<file path="src/rtl/cs_ctrl_pkg.sv">
package cs_ctrl_pkg;
  localparam int WAIT_W = 4;
  localparam logic [15:0] CFG_KEEP = 16'h3DD8;

  typedef struct packed {
    logic [WAIT_W-1:0] waits;
    logic              auto_ack;
    logic [1:0]        psize;
    logic              burst_rd;
    logic              burst_wr;
  } cs_cfg_t;

  typedef enum logic [1:0] {ST_IDLE, ST_ACCESS, ST_GAP, ST_FINISH} cs_state_t;

  function automatic cs_cfg_t cfg_unpack(input logic [15:0] w);
    cs_cfg_t c;
    c.waits    = w[13:10];
    c.auto_ack = w[8];
    c.psize    = w[7:6];
    c.burst_rd = w[4];
    c.burst_wr = w[3];
    return c;
  endfunction

  function automatic logic use_burst(input logic is_long, input logic wr, input cs_cfg_t c);
    return is_long && (wr ? c.burst_wr : c.burst_rd);
  endfunction

  function automatic logic [15:0] beat_word(input logic is_long, input logic beat, input logic [31:0] d);
    return (is_long && !beat) ? d[31:16] : d[15:0];
  endfunction
endpackage

</file>
<file path="src/rtl/cs_cfg_bank.sv">
module cs_cfg_bank #(
  parameter int NUM_CS = 4,
  localparam int SELW = (NUM_CS > 1) ? $clog2(NUM_CS) : 1
) (
  input  logic                    clk,
  input  logic                    rst_n,
  input  logic                    cfg_we,
  input  logic [SELW-1:0]         cfg_sel,
  input  logic [15:0]             cfg_wdata,
  output logic [15:0]             cfg_rdata,
  output logic [NUM_CS-1:0][15:0] cfg_all
);
  import cs_ctrl_pkg::*;

  for (genvar i = 0; i < NUM_CS; i++) begin : g_reg
    always_ff @(posedge clk or negedge rst_n) begin
      if (!rst_n)
        cfg_all[i] <= '0;
      else if (cfg_we && (int'(cfg_sel) == i))
        cfg_all[i] <= cfg_wdata & CFG_KEEP;
    end
  end

  always_comb begin
    cfg_rdata = '0;
    for (int i = 0; i < NUM_CS; i++)
      if (int'(cfg_sel) == i) cfg_rdata = cfg_all[i];
  end


  reserved_zero_chk: assert property (@(posedge clk) disable iff (!rst_n)
    (cfg_rdata & ~CFG_KEEP) == 16'h0);
endmodule

</file>
<file path="src/rtl/cs_wait_timer.sv">
module cs_wait_timer #(
  parameter int WW = 4
) (
  input  logic          clk,
  input  logic          rst_n,
  input  logic          run,
  input  logic [WW-1:0] waits,
  input  logic          auto_ack,
  input  logic          ext_ack,
  output logic          int_ta,
  output logic          beat_ack
);
  logic [WW-1:0] cnt;

  always_ff @(posedge clk or negedge rst_n) begin
    if (!rst_n)
      cnt <= '0;
    else if (!run || beat_ack)
      cnt <= '0;
    else if (cnt != '1)
      cnt <= cnt + 1'b1;
  end

  assign int_ta   = run && auto_ack && (cnt == waits);
  assign beat_ack = auto_ack ? int_ta : (run && ext_ack);


  no_int_ta_manual_chk: assert property (@(posedge clk) disable iff (!rst_n)
    int_ta |-> auto_ack);

  ta_in_beat_chk: assert property (@(posedge clk) disable iff (!rst_n)
    int_ta |-> run);
endmodule

</file>
<file path="src/rtl/cs_cycle_ctrl.sv">
module cs_cycle_ctrl #(
  parameter int NUM_CS = 4,
  parameter int AW     = 24,
  localparam int SELW  = (NUM_CS > 1) ? $clog2(NUM_CS) : 1
) (
  input  logic              clk,
  input  logic              rst_n,
  input  logic              cfg_we,
  input  logic [SELW-1:0]   cfg_sel,
  input  logic [15:0]       cfg_wdata,
  output logic [15:0]       cfg_rdata,
  input  logic              req_valid,
  output logic              req_ready,
  input  logic [NUM_CS-1:0] req_hit,
  input  logic              req_write,
  input  logic [1:0]        req_size,
  input  logic [AW-1:0]     req_addr,
  input  logic [31:0]       req_wdata,
  output logic              req_done,
  output logic [31:0]       req_rdata,
  output logic [NUM_CS-1:0] ext_cs_n,
  output logic [AW-2:0]     ext_addr,
  output logic              ext_rd,
  output logic              ext_doe,
  output logic [31:0]       ext_dout,
  input  logic [31:0]       ext_din,
  input  logic              ext_ack,
  output logic              int_ta
);
  import cs_ctrl_pkg::*;

  logic [NUM_CS-1:0][15:0] cfg_all;
  cs_state_t       state;
  logic [SELW-1:0] sel, hit_idx;
  logic            wr, lng, beat;
  logic [AW-2:0]   widx;
  logic [31:0]     wdat;
  logic [15:0]     rd_hi;
  cs_cfg_t         cfg_act;
  logic            burst, in_access, in_gap, beat_ack, accept, last_beat;

  cs_cfg_bank #(.NUM_CS(NUM_CS)) u_bank (
    .clk(clk), .rst_n(rst_n), .cfg_we(cfg_we), .cfg_sel(cfg_sel),
    .cfg_wdata(cfg_wdata), .cfg_rdata(cfg_rdata), .cfg_all(cfg_all));

  always_comb begin
    hit_idx = '0;
    for (int i = 0; i < NUM_CS; i++)
      if (req_hit[i]) hit_idx = SELW'(i);
  end

  assign cfg_act   = cfg_unpack(cfg_all[sel]);
  assign burst     = use_burst(lng, wr, cfg_act);
  assign in_access = (state == ST_ACCESS);
  assign in_gap    = (state == ST_GAP);
  assign accept    = (state == ST_IDLE) && req_valid && (|req_hit);
  assign last_beat = !lng || beat;

  cs_wait_timer #(.WW(WAIT_W)) u_timer (
    .clk(clk), .rst_n(rst_n), .run(in_access), .waits(cfg_act.waits),
    .auto_ack(cfg_act.auto_ack), .ext_ack(ext_ack),
    .int_ta(int_ta), .beat_ack(beat_ack));

  always_ff @(posedge clk or negedge rst_n) begin
    if (!rst_n) begin
      state <= ST_IDLE; sel <= '0; wr <= 1'b0; lng <= 1'b0; beat <= 1'b0;
      widx <= '0; wdat <= '0; rd_hi <= '0; req_rdata <= '0;
    end else begin
      case (state)
        ST_IDLE: if (accept) begin
          sel  <= hit_idx;
          wr   <= req_write;
          lng  <= req_size[1];
          widx <= req_addr[AW-1:1];
          wdat <= req_wdata;
          beat <= 1'b0;
          state <= ST_ACCESS;
        end
        ST_ACCESS: if (beat_ack) begin
          if (!wr) begin
            if (lng && !beat) rd_hi <= ext_din[31:16];
            else req_rdata <= lng ? {rd_hi, ext_din[31:16]} : {16'h0, ext_din[31:16]};
          end
          if (last_beat) state <= ST_FINISH;
          else begin
            beat  <= 1'b1;
            state <= burst ? ST_ACCESS : ST_GAP;
          end
        end
        ST_GAP:    state <= ST_ACCESS;
        default:   state <= ST_IDLE;
      endcase
    end
  end

  for (genvar i = 0; i < NUM_CS; i++) begin : g_cs
    assign ext_cs_n[i] = !(in_access && (int'(sel) == i));
  end

  assign req_ready = (state == ST_IDLE);
  assign req_done  = (state == ST_FINISH);
  assign ext_addr  = widx + {{(AW-2){1'b0}}, beat};
  assign ext_rd    = !(in_access && wr);
  assign ext_doe   = in_access && wr;
  assign ext_dout  = ext_doe ? {beat_word(lng, beat, wdat), 16'h0} : 32'h0;


  cs_onehot_chk: assert property (@(posedge clk) disable iff (!rst_n)
    $onehot0(~ext_cs_n));

  gap_cs_high_chk: assert property (@(posedge clk) disable iff (!rst_n)
    in_gap |-> (&ext_cs_n));

  done_after_ack_chk: assert property (@(posedge clk) disable iff (!rst_n)
    req_done |-> $past(beat_ack));

  done_single_chk: assert property (@(posedge clk) disable iff (!rst_n)
    req_done |=> !req_done);

  low_lanes_zero_chk: assert property (@(posedge clk) disable iff (!rst_n)
    ext_dout[15:0] == 16'h0);
endmodule

</file>
<file path="config.mk">
export PLATFORM = sky130hd
export DESIGN_NAME = cs_cycle_ctrl
export DESIGN_NICKNAME = d
export VERILOG_FILES = /design/src/rtl/cs_ctrl_pkg.sv /design/src/rtl/cs_cfg_bank.sv /design/src/rtl/cs_wait_timer.sv /design/src/rtl/cs_cycle_ctrl.sv
export SDC_FILE = /design/constraint.sdc
export NUM_CORES = 1
export LEC_CHECK = 0
export ABC_CLOCK_PERIOD_IN_PS = 3100
export CORE_AREA = 5 5 130 132
export DETAILED_ROUTE_END_ITERATION = 8
export DIE_AREA = 0 0 135 137
export GPL_TIMING_DRIVEN = 0
export PLACE_DENSITY = 0.8
export SYNTH_ARGS = -nofsm -noshare
export SYNTH_HDL_FRONTEND = slang
export SYNTH_SLANG_ARGS = --single-unit
</file>
<file path="constraint.sdc">
create_clock -name clk -period 3.1 [get_ports clk]
set_input_delay 0.31 -clock clk [delete_from_list [all_inputs] [get_ports clk]]
set_output_delay 0.31 -clock clk [all_outputs]
set_load 0.02 [all_outputs]
</file>
* After elaboration in Yosys (flattened, before gate mapping)
Cells that the tools add are included.
Storage, ports and cells: latch bits 0, output and inout bits 112, bits of input ports 118, bits in read-only memories 0, memories kept 0, flip-flop bits (word level) 150, word-level logic and storage cells 95, memory bits (writable) 0
Cells by class: equality and inequality tests 14, divide/modulo/power cells 0, muxes and demuxes 25, $mul 0, reduce and logical (&&, ||, !) cells 37, magnitude comparators 1, $add $sub $neg 2, shift-type cells 0, bitwise gates (word level) 2
Operators by type and width (count):
- 2-to-1 mux 32 bit | 2
- 2-to-1 mux 16 bit | 3
- 2-to-1 mux 14 bit | 3
- binary-select mux 16 bit (select 2 bit) | 1
- adder 23 x 1 -> 23 bit | 1
- logical AND 1 bit | 16
- equality test 2 bit, second input constant | 6
- 2-to-1 mux 2 bit | 6
- AND reduction 4 bit | 3
- logical NOT 1 bit | 8
- 2-to-1 mux 4 bit | 2
- equality test 2 x 1 -> 1 bit, second input constant | 3
- logical NOT 2 bit | 3
- 2-to-1 mux 1 bit | 6
- one-hot mux 2 bit (3 select lines) | 1
- adder 4 x 1 -> 4 bit, second input constant | 1
- equality test 4 bit | 1
- != test 2 x 1 -> 1 bit, second input constant | 2
- != test 4 bit, second input constant | 1
- AND reduction 2 bit | 2
- nonzero test 2 bit | 2
- OR reduction 4 bit | 1
- < comparator 2 x 3 -> 1 bit, second input constant | 1
- logical OR 1 bit | 2
- other kinds (3) | 4

* Logic depth before layout (Yosys ltp)
Gate-level depths: netlist (run 1).
word-level depth 8, mapped depth 10

* By module
A second synthesis (run 1) with hierarchy kept.
Second synthesis, totals: cells, all modules 586, area total of the unflattened synthesis 7712.4 sq um
Modules (own cells, without submodules):
- cs_cycle_ctrl | sequential area each 2752.6 sq um, cells an instance 433, instances 1, area an instance 5537.8 sq um
- cs_cfg_bank | sequential area each 900.9 sq um, cells an instance 124, instances 1, area an instance 1888.1 sq um
- cs_wait_timer | sequential area each 100.1 sq um, cells an instance 29, instances 1, area an instance 286.5 sq um

* Least setup slack after synthesis (run 1)
Ideal clock, no wire load.
kind register -> register, start register sel[0], end register rd_hi[10], data arrival time 2114 ps, period minus slack after synthesis 2239 ps, stages on the path, launching flop included 9, path slack 861 ps, buffers on the path 2, cell sequence dfrtp_1 buf_6 mux4_2 xnor2_2 nand3_2 a21oi_4 o21ai_2 buf_6 mux2_4
Between the ends: word-level cells in the longest chain between the ends 6, elaborated cells on any way between the ends 7, those cells by class 1 x eq/ne; 3 x mux; 3 x reduce/logical
Ends and longest elaborated chain:
- from (decl) | line cs_cycle_ctrl.sv:34 | logic [SELW-1:0] sel, hit_idx;
- from (signal assigned) | line cs_cycle_ctrl.sv:71 | sel <= hit_idx;
- binary-select mux 16 bit (select 2 bit) (*) | line cs_cycle_ctrl.sv:52 | assign cfg_act = cfg_unpack(cfg_all[sel]);
- 2-to-1 mux 14 bit (not written as such) (*) | line cs_cycle_ctrl.sv:52
- equality test 4 bit / logical AND 1 bit (equally long branches) | line cs_wait_timer.sv:24 | assign int_ta = run && auto_ack && (cnt == waits);
- logical AND 1 bit (*) | line cs_wait_timer.sv:24
- net int_ta | line cs_cycle_ctrl.sv:28 | output logic int_ta
- 2-to-1 mux 1 bit (*) | line cs_wait_timer.sv:25 | assign beat_ack = auto_ack ? int_ta : (run && ext_ack);
- AND reduction 4 bit (no line) (*)
- to (signal assigned) | line cs_cycle_ctrl.sv:81 | if (lng && !beat) rd_hi <= ext_din[31:16];
- to (decl) | line cs_cycle_ctrl.sv:38 | logic [15:0] rd_hi;
The timed path passes the listed nets; every way through them passes the cells marked *. The select of a mux whose other input is x is not followed. A chain may end at the register's enable or synchronous reset.

* Worst setup path after layout (run 1)
start register state[0], end output ext_dout[24]
Between the ends: word-level cells in the longest chain between the ends 3
Ends and longest elaborated chain:
- from (decl) | line cs_cycle_ctrl.sv:33 | cs_state_t state;
- from (signal assigned) | line cs_cycle_ctrl.sv:87 | state <= burst ? ST_ACCESS : ST_GAP;
- equality test 2 x 1 -> 1 bit | line cs_cycle_ctrl.sv:54 | assign in_access = (state == ST_ACCESS);
- logical AND 1 bit | line cs_cycle_ctrl.sv:104 | assign ext_doe = in_access && wr;
- 2-to-1 mux 32 bit | line cs_cycle_ctrl.sv:105 | assign ext_dout = ext_doe ? {beat_word(lng, beat, wdat), 16'h0} : 32'h0;
- to (decl) | line cs_cycle_ctrl.sv:25 | output logic [31:0] ext_dout,
Every way passes these cells.

==> results of run 1 <==
## kinds of logic after synthesis
kind of cell,Yosys count,synth area share [%]
XOR/XNOR,29,3.662
AO/OA/AOI/OAI,47,4.206
AND/OR/NAND/NOR,131,8.271
other,1,0.05252
buffers and inverters,56,4.713
multiplexers,146,26.00
flip-flops,150,52.57
adder cells (fa/ha/maj),3,0.5257
## sequential cells by signal (all words and copies together), names as in the netlist
register,count
req_rdata,32
wr,1
u_timer.cnt,4
widx,23
lng,1
rd_hi,16
wdat,32
sel,2
u_bank.cfg_all,36
beat,1
state,2
## area by class of cell
class                      instances  area, µm²
sequential                       150       3754
inverter                           6      22.52
buffer                            48      310.3
timing repair buffer             183       1861
tap                              216      270.3
fill                            1195       5573
clock buffer                      17      425.4
multi-input combinational        379       3154
clock inverter                    15      227.7
## report_power, final
| part | internal [W] | leakage, nW | switching [W] | total (W) |
|---|---|---|---|---|
| clock | 0.00143 | 0.302 | 0.000830 | 0.00226 |
| sequential | 0.00276 | 1.83 | 0.000581 | 0.00334 |
| combinational | 0.00223 | 2.25 | 0.00204 | 0.00427 |
## per-layer routing
metal  global-route usage (%)  vias to the layer above  wire (µm)
li1                         -                     2387          -
met2                    34.24                      167       9093
met5                        0                        -          0
met4                    6.271                        0        262
met1                    22.95                     2518       7278
met3                    5.625                       18       1301
## critical path, cell delays in order, from the launching register on
cell and delay, ns:
dfrtp_1 0.40, nor2b_1 0.15, clkbuf_2 0.25, nand2_1 0.28, clkbuf_1 0.31, a21oi_1 0.19
clkdlybuf4s50_1 0.63
## path summary, 6_finish.rpt
kind / start / end / slack (ns) / cells past startpoint
worst max-delay path: state[0]$_DFFE_PN0P_ / ext_dout[24] / 0.17 / 6
worst min-delay path: rst_n / widx[14]$_DFFE_PN0P_ / 0.49 / 2
worst max register to register: sel[0]$_DFFE_PN0P_ / rd_hi[5]$_DFFE_PN0P_ / 0.68 / 8
worst min register to register: req_rdata[13]$_DFFE_PN0P_ / req_rdata[13]$_DFFE_PN0P_ / 0.50 / 1
max in group asynchronous: rst_n / u_bank.cfg_all[43]$_DFFE_PN0P_ / 1.81 / 3
min in group clk: req_rdata[13]$_DFFE_PN0P_ / req_rdata[13]$_DFFE_PN0P_ / 0.50 / 1
## cell usage after synthesis, drive strengths merged (6+ instances only)
master / instances
dfrtp: 150
mux2: 126
nand2: 74
buf: 32
a21oi: 20
nand3: 20
clkbuf: 18
xnor2: 18
o22ai: 16
mux4: 13
xor2: 11
nor2: 9
and3: 8
mux2i: 7
inv: 6
## stage by stage
| stage | setup slack (ns) | TNS [ns] | utilization, % | hold WS, ns |
|---|---|---|---|---|
| after global placement | -3.911 | -585.28 | 59.66 | 0.4784 |
| after detailed placement | 0.09205 | 0 | 59.84 | 0.3882 |
| after CTS | 0.0005325 | 0 | 64.20 | 0.4871 |
| final | 0.1679 | 0 | 64.27 | 0.4852 |
| after floorplan | 0.8608 | 0 | - | 0.01441 |
| after global routing | 0.01243 | 0 | 64.27 | 0.4975 |
## repair_timing
action	in CTS	in global routing
gates resized for setup	5	8
setup endpoints to repair	13	24
hold buffers	1	0
setup buffers	0	0
hold endpoints to repair	76	0
==> flow_summary.toml, run 1 <==
[final_layout]
diodes = 0
final_layout_size_suffix_gt1_share_pct = 26.69
post-route-cell-area_um2 = 10020
layout.nets = 906
layout.cells.non_filler = 1014
final_cell_mix = "clkdlybuf4s50_1 (176), dfrtp_1 (150), mux2_2 (103), nand2_1 (73)"
layout_commonest_cell = "clkdlybuf4s50_1"
syn_to_final_growth_pct = 40.39

[clocking]
cts_tree = "built"
cts.path.max_buffers = 2
clkSinkCount = 150
numCtsBuffers = 17
clk_latency_ns = 0.42
cts_max_level = 4
path_clk_slew_ns = 0.06
cts.root.buffer_cell = "clkbuf_16"

[synth]
ys_seq_area_share_pct = 52.57
synthesis.area_um2 = 7141
yosys_most_used_dff = "dfrtp_1"
synth-warning-count = 0
yosys-top-cells-area = "dfrtp_1 (53%), mux2_2 (16%), mux2_4 (4.2%)"
synth_edf_count = 0
syn_area_per_cell_um2 = 12.68
synth-async-reset-ratio_pct = 100.0
netlist_instances = 563
synth_largest_area_cell = "dfrtp_1"
synthDistinctLibCells = 43
ys_seq_elements = 150
synth_top_area_share_pct = 52.57

[timing]
period_share_pct = 94.58
setup_violations = 0
worstMarginPinSlew_ns = 0.7298
grt_setup_unrepaired = "no"
hold_violations = 0
slew_violations = 0
clock.fmax_ghz = 0.3411
layout_min_cycle_time_ns = 2.932
finalClockSkew_ns = 0.01021
max_slew_margin_pct = 51.34

[power_and_ir_drop]
peakVddDrop_v = 0.0005346
total_power_w = 0.009878
leakage_nw = 4.382
powerDensity_nw_per_um2 = 985.3

[outcome]
status = "finished, final reports clean"

[detailed_routing]
drc = 0
vias = 5090
ant_nets = 0
wl_per_cell_um = 17.69
firstDrtPassIters = 4
first_iter_violations = 226
wl_um = 17930
viasPerCell = 5.020

[placed_design]
dpl-instance-area_um2 = 9334
gp_congestion = 0.8196
io_buffers = 181
dp_cells = 983
dp_hpwl_um = 13420

[die]
die_w_um = 135
start_util_pct = 45.78
fp.coreArea_um2 = 15600
ios = 230
die_y_um = 137
rows = 46
die-area_um2 = 18500

[critical_path]
crit_path_end_kind = "primary output"
path_class = "register to primary output"
crit_required_ns = 2.79
cp_max_fo = 10
worstPathArrival_ns = 2.62
cp-start-kind = "register"

[global_routing]
antenna_found_initial = 0
grt_overflow = 0
grtUsageTotal_pct = 19.42
grt_pass1_wl_um = 28120
grt_pass1_vias = 5434
grt_start_max_net_pins = 78

[job]
cap_violations = 0

[worst_hold_path]
hold_path_class = "input pin to async pin"
Note: power is estimated with default switching activity, not from simulation.
==> inputs of run 2 (changes only) <==
CAP_MARGIN = 5   (was unset)
==> results of run 2 <==
No change in the layout: final DEF, timing and power equal those of run 1.
